--- config.mk ---
export PLATFORM = sky130hd
export DESIGN_NAME = burst_seq
export DESIGN_NICKNAME = d
export VERILOG_FILES = /design/src/rtl/burst_seq_pkg.sv /design/src/rtl/bsq_capture.sv /design/src/rtl/bsq_readout.sv /design/src/rtl/burst_seq.sv
export SDC_FILE = /design/constraint.sdc
export NUM_CORES = 1
export LEC_CHECK = 0
export BUFFER_PORTS_ARGS = -buffer_cell sky130_fd_sc_hd__clkbuf_2
export CORE_MARGIN = 2
export CORE_UTILIZATION = 53
export DETAILED_ROUTE_END_ITERATION = 10
export PLACE_DENSITY = 0.88
export REMOVE_ABC_BUFFERS = 1
export SLEW_MARGIN = 0
export SYNTH_ARGS = -nofsm -noshare
export SYNTH_HDL_FRONTEND = slang
export SYNTH_SLANG_ARGS = --single-unit
--- constraint.sdc ---
create_clock -name clk -period 2.45 [get_ports clk]
set_input_delay 0 -clock clk [delete_from_list [all_inputs] [get_ports clk]]
set_output_delay 0 -clock clk [all_outputs]
set_load 0.02 [all_outputs]
--- src/rtl/burst_seq_pkg.sv ---
`timescale 1ns/1ps
// Shared types for the burst sequencer.
// Assumes: nothing beyond an IEEE 1800-2017 compiler.
package burst_seq_pkg;

    // Phases of one machine cycle.
    typedef enum logic [2:0] {
        ST_IDLE    = 3'd0,
        ST_CAPTURE = 3'd1,
        ST_WAIT    = 3'd2,
        ST_READ    = 3'd3,
        ST_DONE    = 3'd4
    } seq_state_t;

    // Readout sub-phases within a single stored sample.
    localparam logic [1:0] PH_RESET = 2'd0;
    localparam logic [1:0] PH_ROW   = 2'd1;
    localparam logic [1:0] PH_SHIFT = 2'd2;

endpackage

--- src/rtl/bsq_capture.sv ---
`timescale 1ns/1ps
// Capture engine. While en is high it runs NX transfer steps of cfg_period
// cycles each. In every step the transfer gate is high for cycles
// [0, cfg_width) and the storage shift is high in cycle cfg_width.
// Assumes: 1 <= cfg_width < cfg_period, with cfg stable while en is high.
// When en drops, the counters clear, so a new capture starts at step 0.
module bsq_capture #(
    parameter int NX = 20,
    parameter int CW = 16
) (
    input  logic          clk,
    input  logic          rst_n,
    input  logic          en,
    input  logic [CW-1:0] cfg_period,
    input  logic [CW-1:0] cfg_width,
    output logic          pg_xfer,
    output logic          shift,
    output logic          cap_done
);
    localparam int XW = (NX > 1) ? $clog2(NX) : 1;

    logic [CW-1:0] step_cyc;
    logic [XW-1:0] step_idx;
    logic          step_last;
    logic          idx_last;

    assign step_last = (step_cyc == cfg_period - CW'(1));
    assign idx_last  = (step_idx == XW'(NX - 1));

    // Purpose: count the cycle position inside the current transfer step.
    always_ff @(posedge clk) begin
        if (!rst_n || !en)  step_cyc <= '0;
        else if (step_last) step_cyc <= '0;
        else                step_cyc <= step_cyc + CW'(1);
    end

    // Purpose: count completed transfer steps within the train.
    always_ff @(posedge clk) begin
        if (!rst_n || !en) step_idx <= '0;
        else if (step_last) step_idx <= idx_last ? '0 : step_idx + XW'(1);
    end

    // Purpose: decode gate, shift and end-of-capture from the counters.
    always_comb begin
        pg_xfer  = en && (step_cyc < cfg_width);
        shift    = en && (step_cyc == cfg_width);
        cap_done = en && step_last && idx_last;
    end

endmodule

--- src/rtl/bsq_readout.sv ---
`timescale 1ns/1ps
// Readout engine. While en is high it walks ROWS rows x DEPTH samples.
// Each sample takes three ticks of cfg_rdiv cycles: reset gate, row select
// (with a sample strobe in the tick's last cycle), then storage shift.
// Assumes: cfg_rdiv >= 1, stable while en is high. The counters clear when
// en drops, which makes abort and restart free.
module bsq_readout
    import burst_seq_pkg::*;
#(
    parameter int ROWS  = 4,
    parameter int DEPTH = 20,
    parameter int CW    = 16
) (
    input  logic            clk,
    input  logic            rst_n,
    input  logic            en,
    input  logic [CW-1:0]   cfg_rdiv,
    output logic            rst_gate,
    output logic [ROWS-1:0] row_sel,
    output logic            sample,
    output logic            shift,
    output logic            rd_done
);
    localparam int RW = (ROWS  > 1) ? $clog2(ROWS)  : 1;
    localparam int SW = (DEPTH > 1) ? $clog2(DEPTH) : 1;

    logic [CW-1:0] tick_cyc;
    logic [1:0]    phase;
    logic [SW-1:0] smp_idx;
    logic [RW-1:0] row_idx;
    logic          tick_end, phase_end, smp_end, row_end;

    assign tick_end  = (tick_cyc == cfg_rdiv - CW'(1));
    assign phase_end = (phase == PH_SHIFT);
    assign smp_end   = (smp_idx == SW'(DEPTH - 1));
    assign row_end   = (row_idx == RW'(ROWS - 1));

    // Purpose: divide the system clock down to the readout tick.
    always_ff @(posedge clk) begin
        if (!rst_n || !en) tick_cyc <= '0;
        else if (tick_end) tick_cyc <= '0;
        else               tick_cyc <= tick_cyc + CW'(1);
    end

    // Purpose: step reset -> row -> shift once per tick.
    always_ff @(posedge clk) begin
        if (!rst_n || !en) phase <= PH_RESET;
        else if (tick_end) phase <= phase_end ? PH_RESET : phase + 2'd1;
    end

    // Purpose: count samples within the current row.
    always_ff @(posedge clk) begin
        if (!rst_n || !en) smp_idx <= '0;
        else if (tick_end && phase_end) smp_idx <= smp_end ? '0 : smp_idx + SW'(1);
    end

    // Purpose: advance to the next row after its last sample.
    always_ff @(posedge clk) begin
        if (!rst_n || !en) row_idx <= '0;
        else if (tick_end && phase_end && smp_end) row_idx <= row_end ? '0 : row_idx + RW'(1);
    end

    // Purpose: decode one select line per row.
    for (genvar g = 0; g < ROWS; g++) begin : g_row
        assign row_sel[g] = en && (phase == PH_ROW) && (row_idx == RW'(g));
    end

    // Purpose: decode the per-sample strobes and end of readout.
    always_comb begin
        rst_gate = en && (phase == PH_RESET);
        shift    = en && phase_end;
        sample   = en && (phase == PH_ROW) && tick_end;
        rd_done  = en && tick_end && phase_end && smp_end && row_end;
    end

endmodule

--- src/rtl/burst_seq.sv ---
`timescale 1ns/1ps
// Top of the burst capture and readout sequencer. Holds the phase state
// machine, the quiet-wait timer and the sticky flags. It enables the capture
// engine only in CAPTURE and the readout engine only in READ, and merges the
// two storage shift strobes into one output.
// Assumes: trig is synchronous to clk; cfg is valid as listed in the brief.
module burst_seq
    import burst_seq_pkg::*;
#(
    parameter int NX    = 20,
    parameter int DEPTH = 20,
    parameter int ROWS  = 4,
    parameter int CW    = 16
) (
    input  logic            clk,
    input  logic            rst_n,
    input  logic            trig,
    input  logic [CW-1:0]   cfg_period,
    input  logic [CW-1:0]   cfg_width,
    input  logic [CW-1:0]   cfg_quiet,
    input  logic [CW-1:0]   cfg_rdiv,
    output logic            pg_xfer,
    output logic            store_clk,
    output logic            rst_gate,
    output logic [ROWS-1:0] row_sel,
    output logic            sample,
    output logic            cap_busy,
    output logic            rd_busy,
    output logic            done,
    output logic            err_trig,
    output logic            overrun
);
    seq_state_t    state, state_nx;
    logic [CW-1:0] quiet_cyc;
    logic          quiet_end;
    logic          cap_shift, rd_shift, cap_done, rd_done;
    logic          in_cap, in_wait, in_read;
    logic          set_err, set_ovr;

    assign in_cap    = (state == ST_CAPTURE);
    assign in_wait   = (state == ST_WAIT);
    assign in_read   = (state == ST_READ);
    assign quiet_end = in_wait && (quiet_cyc == cfg_quiet - CW'(1));

    // Purpose: choose the next phase; an abort trigger beats any normal exit.
    always_comb begin
        state_nx = state;
        set_err  = 1'b0;
        set_ovr  = 1'b0;
        unique case (state)
            ST_IDLE:    if (trig) state_nx = ST_CAPTURE;
            ST_CAPTURE: begin
                set_err = trig;
                if (cap_done) state_nx = ST_WAIT;
            end
            ST_WAIT: begin
                if (trig) begin
                    set_ovr  = 1'b1;
                    state_nx = ST_CAPTURE;
                end else if (quiet_end) begin
                    state_nx = ST_READ;
                end
            end
            ST_READ: begin
                if (trig) begin
                    set_ovr  = 1'b1;
                    state_nx = ST_CAPTURE;
                end else if (rd_done) begin
                    state_nx = ST_DONE;
                end
            end
            ST_DONE: begin
                set_err  = trig;
                state_nx = ST_IDLE;
            end
            default:    state_nx = ST_IDLE;
        endcase
    end

    // Purpose: phase state register.
    always_ff @(posedge clk) begin
        if (!rst_n) state <= ST_IDLE;
        else        state <= state_nx;
    end

    // Purpose: time the quiet gap between capture and readout.
    always_ff @(posedge clk) begin
        if (!rst_n || !in_wait) quiet_cyc <= '0;
        else                    quiet_cyc <= quiet_cyc + CW'(1);
    end

    // Purpose: sticky flags for ignored and aborting triggers.
    always_ff @(posedge clk) begin
        if (!rst_n) begin
            err_trig <= 1'b0;
            overrun  <= 1'b0;
        end else begin
            if (set_err) err_trig <= 1'b1;
            if (set_ovr) overrun  <= 1'b1;
        end
    end

    bsq_capture #(.NX(NX), .CW(CW)) u_cap (
        .clk        (clk),
        .rst_n      (rst_n),
        .en         (in_cap),
        .cfg_period (cfg_period),
        .cfg_width  (cfg_width),
        .pg_xfer    (pg_xfer),
        .shift      (cap_shift),
        .cap_done   (cap_done)
    );

    bsq_readout #(.ROWS(ROWS), .DEPTH(DEPTH), .CW(CW)) u_rd (
        .clk      (clk),
        .rst_n    (rst_n),
        .en       (in_read),
        .cfg_rdiv (cfg_rdiv),
        .rst_gate (rst_gate),
        .row_sel  (row_sel),
        .sample   (sample),
        .shift    (rd_shift),
        .rd_done  (rd_done)
    );

    // Purpose: status and merged storage clock.
    always_comb begin
        store_clk = cap_shift | rd_shift;
        cap_busy  = in_cap;
        rd_busy   = in_read;
        done      = (state == ST_DONE);
    end

endmodule

# Word level (Yosys, flattened, before mapping)
# Cells that the tools add are included.
# W data, S select, Z words.
# word_totals
ramBits,0
register_bits,67
output_inout_bits,13
latch_bits,0
elab_cells,89
input_bits,67
mem_bits_ro,0
n_memories,0
# op_classes
n_bitwise,1
n_shift,0
muxes,14
multipliers,0
div_mod_pow,0
order_cmp,1
n_eq_ne,19
add_sub_neg,10
n_reduce_logical,34
# ops
operator,count
$eq A16 B16 Y1,4
$add A16 B1 Y16 const B,3
$sub A16 B1 Y16 const B,3
$logic_and A1 B1 Y1,19
$mux W3,6
$lt A16 B16 Y1,1
$pmux W3 S4,1
$add A5 B1 Y5 const B,2
$eq A5 B5 Y1 const B,2
$mux W5,2
$reduce_or A2 Y1,4
$eq A2 B2 Y1 const B,3
$eq A3 B2 Y1 const B,2
$ne A3 B3 Y1 const B,2
$add A2 B1 Y2 const B,2
$eq A2 B1 Y1 const B,2
$logic_not A1 Y1,4
$logic_not A2 Y1,2
$mux W2,2
$ne A2 B2 Y1 const B,2
$reduce_and A4 Y1,1
$eq A3 B1 Y1 const B,1
$eq A3 B3 Y1 const B,1
$logic_not A3 Y1,1
3 further kinds,7

# Depth between registers and ports, before layout
# Gate-level depths: netlist (run 1).
# logic_depth
depth_word,9
mapped_depth,13
depth_no_buf,10

# Hierarchy
# From an unflattened synthesis (run 1), not the netlist that was laid out.
# hier_totals
hier_cells,670
area_unflattened_um2,5388.9
# modules_own_cells
module,area_per_inst_um2,seq_area_each_um2,n_inst,cells_per_inst
bsq_capture,1966.9,420.4,1,246
bsq_readout,1868.0,500.5,1,231
burst_seq,1554.0,420.4,1,193

# Worst setup path before layout (run 1)
# Ideal clock, no wire load.
# synth_path
kind,input port to flip-flop
startpoint,input port cfg_rdiv[0]
endpoint,register state[1]
path_slack_ns,-0.229
arrival_ns,2.561
required_ns,2.332
cell_stages,11
path_cell_list,inv_1 > ha_1 > or3b_1 > buf_2 > or4_1 > nand3_1 > o21ai_1 > a2111o_1 > or4_1 > nor3b_1 > o2111a_1
# synth_between
elab_chain_len,8
# synth_lines
element,line_no,rtl
from (decl),burst_seq.sv:21,"input logic [CW-1:0] cfg_rdiv,"
$sub A16 B1 Y16,bsq_readout.sv:33,assign tick_end = (tick_cyc == cfg_rdiv - CW'(1));
$eq A16 B16 Y1,bsq_readout.sv:33,
$logic_and A1 B1 Y1 (4 in a row),bsq_readout.sv:73,rd_done = en && tick_end && phase_end && smp_end && row_end;
$ne A3 B3 Y1 (no source line),-,
$reduce_and A4 Y1 (no source line),-,
to (signal assigned),burst_seq.sv:83,else state <= state_nx;
to (decl),burst_seq.sv:33,"seq_state_t state, state_nx;"
# Every way passes these cells.
# A chain may end at the register's enable or synchronous reset.

# Final worst setup path (run 1)
# Ends and elaborated chain as after synthesis.

==> results of run 1 <==
sequential cells by signal, indices dropped and copies added (netlist names):
name,flops
u_rd.row_idx,2
u_rd.tick_cyc,16
u_rd.smp_idx,5
u_rd.phase,2
u_cap.step_cyc,16
err_trig,1
u_cap.step_idx,5
quiet_cyc,16
overrun,1
state,3
worst max-delay path: stages:
cell,delay [ps]
clkbuf_2,90
inv_1,50
ha_1,150
or3b_4,390
or4_4,490
nand3_2,100
o21ai_1,80
a2111o_1,400
or4_1,510
nor3b_1,180
o2111a_1,250
placed cells by master, fill, tap and decap left out, drive strengths merged, types with 6 or more instances in the layout:
| cell type | synthesis | final |
|---|---|---|
| xor2 | 45 | 45 |
| clkbuf | 15 | 91 |
| and2 | 6 | 6 |
| or4 | 16 | 16 |
| nand4 | 14 | 14 |
| nor3b | 9 | 9 |
| a21oi | 23 | 23 |
| nand2 | 42 | 42 |
| dfxtp | 67 | 67 |
| nor2b | 14 | 14 |
| nand3b | 10 | 10 |
| nor4 | 16 | 16 |
| or3 | 7 | 7 |
| o21a | 8 | 8 |
| nor2 | 88 | 88 |
| o21ai | 7 | 7 |
| nand3 | 36 | 36 |
| and3 | 15 | 15 |
| xnor2 | 53 | 53 |
| nor3 | 17 | 17 |
| ha | 28 | 28 |
| buf | 7 | 83 |
| mux2i | 8 | 8 |
| nand2b | 8 | 8 |
| inv | 35 | 35 |
timing repair:
item                                    CTS  global route
gates resized for setup                  14            29
endpoints found under the setup margin   17            15
pin swaps                                 8            12
buffers inserted                          1             3
gates cloned                              0             0
hold buffers                              2             0
hold endpoints to repair                  2             0
per-stage QoR:
stage | hold WS (ps) | util | TNS [ps] | setup WS, ps
6_report | 342 | 0.691 | -6.92 | -6.92
5_1_grt | 346 | 0.691 | -233 | -88.4
4_1_cts | 315 | 0.680 | -56.6 | -56.6
3_5_place_dp | 301 | 0.650 | -7130 | -308
3_3_place_gp | 292 | 0.650 | -4480 | -262
2_1_floorplan | 76.4 | - | -2790 | -202
how the worst max path moves through the flow:
| stage | slack (ps) | depth (start not counted) | end |
|---|---|---|---|
| after global routing | -90 | 13 | sample |
| after global placement | -260 | 11 | state[1] |
| after CTS | -60 | 10 | sample |
| after floorplan | -200 | 10 | state[1] |
| after detailed placement | -310 | 11 | state[1] |
| final | -7 | 11 | state[1] |
synth_stat cells (all sizes together), types with 4 or more instances:
master / count / area, um2
nor2: 88 / 330
dfxtp: 67 / 1340
xnor2: 53 / 464
xor2: 45 / 394
nand2: 42 / 158
nand3: 36 / 180
inv: 35 / 131
ha: 28 / 350
a21oi: 23 / 115
nor3: 17 / 85.1
nor4: 16 / 128
or4: 16 / 120
and3: 15 / 93.8
clkbuf: 15 / 56.3
nand4: 14 / 87.6
nor2b: 14 / 87.6
nand3b: 10 / 75.1
nor3b: 9 / 67.6
mux2i: 8 / 80.1
nand2b: 8 / 50.1
o21a: 8 / 60.1
buf: 7 / 41.3
o21ai: 7 / 35.0
or3: 7 / 43.8
and2: 6 / 37.5
a31oi: 5 / 31.3
nor4b: 5 / 50.0
o31a: 5 / 43.8
o31ai: 5 / 37.5
o311ai: 4 / 35.0
or2: 4 / 25.0
where the power goes:
group | switching (mW) | internal [mW] | leakage [nW]
Sequential | 0.0102 | 1.10 | 0.546
Clock | 0.397 | 0.520 | 0.0995
Combinational | 0.222 | 0.195 | 2.07
layout make-up:
cell class,instances,share of cell area
Multi-Input combinational cell,538,0.565
Sequential cell,67,0.204
Timing Repair Buffer,163,0.158
Tap cell,133,0.0250
Clock buffer,13,0.0239
Inverter,35,0.0197
Clock inverter,2,0.00526
layer usage:
metal	GRT usage	vias up	wire [um]
li1	-	2659	-
met1	0.313	2536	5990
met2	0.473	181	7120
met3	0.0386	43	614
met4	0.0972	0	355
met5	0	-	0
kinds of logic (layout without fill, tap and decap cells):
kind of cell / after synthesis / after routing / synth area share
AND/OR/NAND/NOR: 319 / 319 / 0.331
AO/OA/AOI/OAI: 84 / 84 / 0.116
multiplexers: 8 / 8 / 0.0154
XOR/XNOR: 99 / 99 / 0.169
adder cells (fa/ha/maj): 28 / 28 / 0.0672
flip-flops: 67 / 67 / 0.257
buffers and inverters: 57 / 213 / 0.0439
==> out/summary.txt, run 1 <==
Dpl cell area = 6260 um2
Fin crit share = 1.00
Worst slew margin = 0.661
Data arrival, critical path = 2690 ps
Die width = 103 um
Sequential fraction of the synthesis area = 0.257
Leakage = 2.71 nW
CTS Sinks = 67
Hold path depth = 5
Global-route wire length before repair = 22,500 um
DR pass1 iterations = 5
Root Buffer = clkbuf_8
Synth unique cells = 65
Hold Crit Class = input port to flop
Mean cell area of the mapped netlist = 7.87 um2
Flop-to-flop setup slack = 30 ps
Fin Clk Skew = 12.4 ps
Crit Path Category = input port to flop
ANT cells = 0
Post-synthesis register bit count = 67
Clock transition at path regs = 70 ps
Starting Density = 0.541
Cell area power density = 366 nW/um2
Vias = 5,419
Hold endpoint = state[2]
RSZ-0062 raised after global routing = true
Chip height = 103 um
R2r endpoint = u_rd.row_idx[0]
CORE AREA = 9640 um2
CP endpoint kind = flop
Req. time, crit path = 2680 ps
CTS H-tree depth = 3
Main synth FF type = dfxtp_1
Async SR Flop Fraction = 0
Area of the multi-input gates = 3760 um2
Final instance area = 6660 um2
Reg2reg path depth = 9
Area Growth Syn to Fin = 27.8%
Failing checks = setup timing
Post-route insts no fill = 951
F_max = 407 MHz
Final Max Slew Viols = 0
Worst flop-to-flop path startpoint = u_rd.tick_cyc[12]
Final setup margin = -6.92 ps
Yosys warnings = 0
Clock buffer depth = 2
Row Count = 36
Share of cells above drive strength 1 = 0.262
Final Hold Vio Count = 0
Crit path launch type = input port
Critical-path maximum fanout = 2
Fillers = 738
Pin count of the biggest net entering global routing = 17
# setup viols final = 1
Max-cap violations = 0
Full die area = 10,600 um2
I/O Pins = 80
GRT overflow = 0
Post-DRT Antenna Nets = 0
DR DRC count = 0
Initial antenna violation count = 0
Seq. cell area = 1360 um2
Post-synth EDFFs = 0
Final Power = 2.44 mW
Number of global-route vias before repair = 5,127
Status = finished with violations
WL/cell = 14.8 um
Clock Latency Late Sink = 340 ps
Tmin final = 2460 ps
Synthesized cell area = 5210 um2
Inst Count DP = 930
Port buffer count = 79
Vias per inst = 5.70
TritonCTS buffer count = 9
Worst vdd ir = 0.211 mV
Total GRT Usage = 0.262
Least-Margin Pin Slew = 503 ps
Drt initial violations = 316
Crit path launch = cfg_rdiv[0]
Hold Crit Start = cfg_rdiv[11]
Cells after Synth = 662
Hpwl dp = 11,000 um
WL final = 14,100 um
GPL Wtd Cong = 0.896
Final nets = 909
CTS tree = built
Note: power is estimated with default switching activity, not from simulation.
==> run 2: changes to the inputs <==
Settings changed: CORE_UTILIZATION 53 to 27, GPL_TIMING_DRIVEN from default to 0, HOLD_SLACK_MARGIN from default to 0.15, PLACE_DENSITY 0.88 to 0.55.
==> run 2 against run 1 <==
Setup slack got worse by 36 ps. The flow still finishes with violations (setup timing). Via count decreased by 11%. Final area about the same.
==> out/summary.txt, run 2 (synthesized netlist as in run 1, its figures left out) <==
Hold Crit Class = input port to flop
Commonest non-fill, non-tap cells in the layout = nor2_1, clkbuf_2, xnor2_1, dfxtp_1, xor2_1
Most common cell after layout, fill and taps aside = nor2_1
I/O Pins = 80
Post-DRT Antenna Nets = 0
CORE AREA = 18,800 um2
Final Hold Vio Count = 0
Pin count of the biggest net entering global routing = 18
Critical Path, Cell by Cell = buf_12, clkinv_4, ha_4, or3b_4, or4_4, nand3_2, o21ai_2, a2111o_1, or4_4, nor3b_4, o211a_1
Status = finished with violations
RSZ-0062 raised after global routing = true
Worst slew margin = 0.637
Area Growth Syn to Fin = 27.8%
Seq pwr share = 0.372
Post-route insts no fill = 1,016
Chip height = 143 um
Final Max Slew Viols = 0
Regs by FF count = quiet_cyc (16), u_cap.step_cyc (16), u_rd.tick_cyc (16)
Total GRT Usage = 0.131
Pint = 2.26 mW
Crit path launch type = input port
Tmin final = 2490 ps
Failing checks = setup timing
Final setup margin = -43.0 ps
WL/cell = 13.1 um
Clock buffer depth = 2
Fin Clk Skew = 8.86 ps
Combinational Power Share = 0.128
Global-route wire length before repair = 21,900 um
Finished Core Util = 0.354
Row Count = 50
Max-cap violations = 0
Cell area power density = 445 nW/um2
CP endpoint kind = flop
CTS Sinks = 67
Slowest-stage cell, CP = or4_4
DR DRC count = 0
Switching power = 0.705 mW
Clock Latency Late Sink = 330 ps
Hold Slack = 301 ps
ANT cells = 0
CP max stage delay = 540 ps
WL final = 13,300 um
Final instance area = 6660 um2
Crit-path most repeated cell = or4_4
Final Power = 2.96 mW
F_max = 401 MHz
Root Buffer = clkbuf_16
TritonCTS buffer count = 9
Number of global-route vias before repair = 4,570
Critical-path maximum fanout = 6
Clock transition at path regs = 50 ps
DR pass1 iterations = 4
Leakage = 2.51 nW
CTS tree = built
Starting Density = 0.277
Final nets = 846
CTS H-tree depth = 3
Drt initial violations = 272
Dpl cell area = 5830 um2
# setup viols final = 2
Initial antenna violation count = 0
DP Worst Slack = -767 ps
Port buffer count = 79
Hpwl dp = 10,100 um
GRT overflow = 0
GPL Wtd Cong = 0.839
Share of cells above drive strength 1 = 0.241
Fin crit share = 1.02
Crit Path Category = input port to flop
Vias per inst = 4.77
Inst Count DP = 979
Data arrival, critical path = 2710 ps
Req. time, crit path = 2670 ps
Least-Margin Pin Slew = 545 ps
Clock share of power = 0.500
Die width = 143 um
Worst vdd ir = 0.452 mV
Switch share = 0.238
Full die area = 20,400 um2
Setup_tns = -83.9 ps
Flop-to-flop setup slack = 20 ps
Vias = 4,848
[run 2: changes by cell type in the layout (fill, tap and decap cells not counted), sizes merged]
cell | before | now
clkinv | 1 | 4
inv | 35 | 34
bufinv | 1 | 3
clkbuf | 91 | 85
buf | 83 | 23
[run 2: layout make-up]
cell class	instances	area (um2)
Timing Repair Buffer	100	594
Fill cell	1980	12200
Tap cell	260	325
Multi-Input combinational cell	538	3880
Clock buffer	10	229
Inverter	35	141
Sequential cell	67	1380
Clock inverter	6	113
[run 2: final timing paths]
check	cells after the start	to	from
hold reg to reg	1	u_rd.tick_cyc[0]	u_rd.tick_cyc[0]
hold / removal	5	state[0]	cfg_quiet[8]
setup reg to reg	8	state[0]	u_rd.tick_cyc[9]
setup / recovery	11	state[0]	cfg_rdiv[0]
[run 2: repair_timing]
| action | CTS | global route |
|---|---|---|
| hold buffers | 2 | 0 |
| pin swaps | 14 | 24 |
| endpoints found under the setup margin | 48 | 47 |
| gates resized for setup | 34 | 62 |
| setup buffers | 6 | 13 |
| endpoints found under the hold margin | 7 | 0 |
| gates cloned | 0 | 0 |
[run 2: power by group through the flow]
stage / clock [mW] / combinational, mW / sequential [mW]
6_report: 1.48 / 0.379 / 1.10
5_1_grt: 1.58 / 0.420 / 1.10
4_1_cts: 1.52 / 0.353 / 1.11
3_5_place_dp: 0 / 0.333 / 1.13
3_3_place_gp: 0 / 0.334 / 1.13
2_1_floorplan: 0 / 0.185 / 1.13
[run 2: metal layers]
metal | track usage | up-vias | wire length, um
li1 | - | 2537 | -
met5 | 0 | - | 0
met2 | 0.212 | 84 | 5970
met3 | 0.0265 | 9 | 487
met4 | 0.0323 | 0 | 144
met1 | 0.178 | 2218 | 6690
[run 2: critical path: cells and delay by family]
family | cells | cell delay [ps]
simple gates | 5 | 1760
compound gates | 3 | 680
buf+inv | 2 | 150
fa+ha+maj | 1 | 140
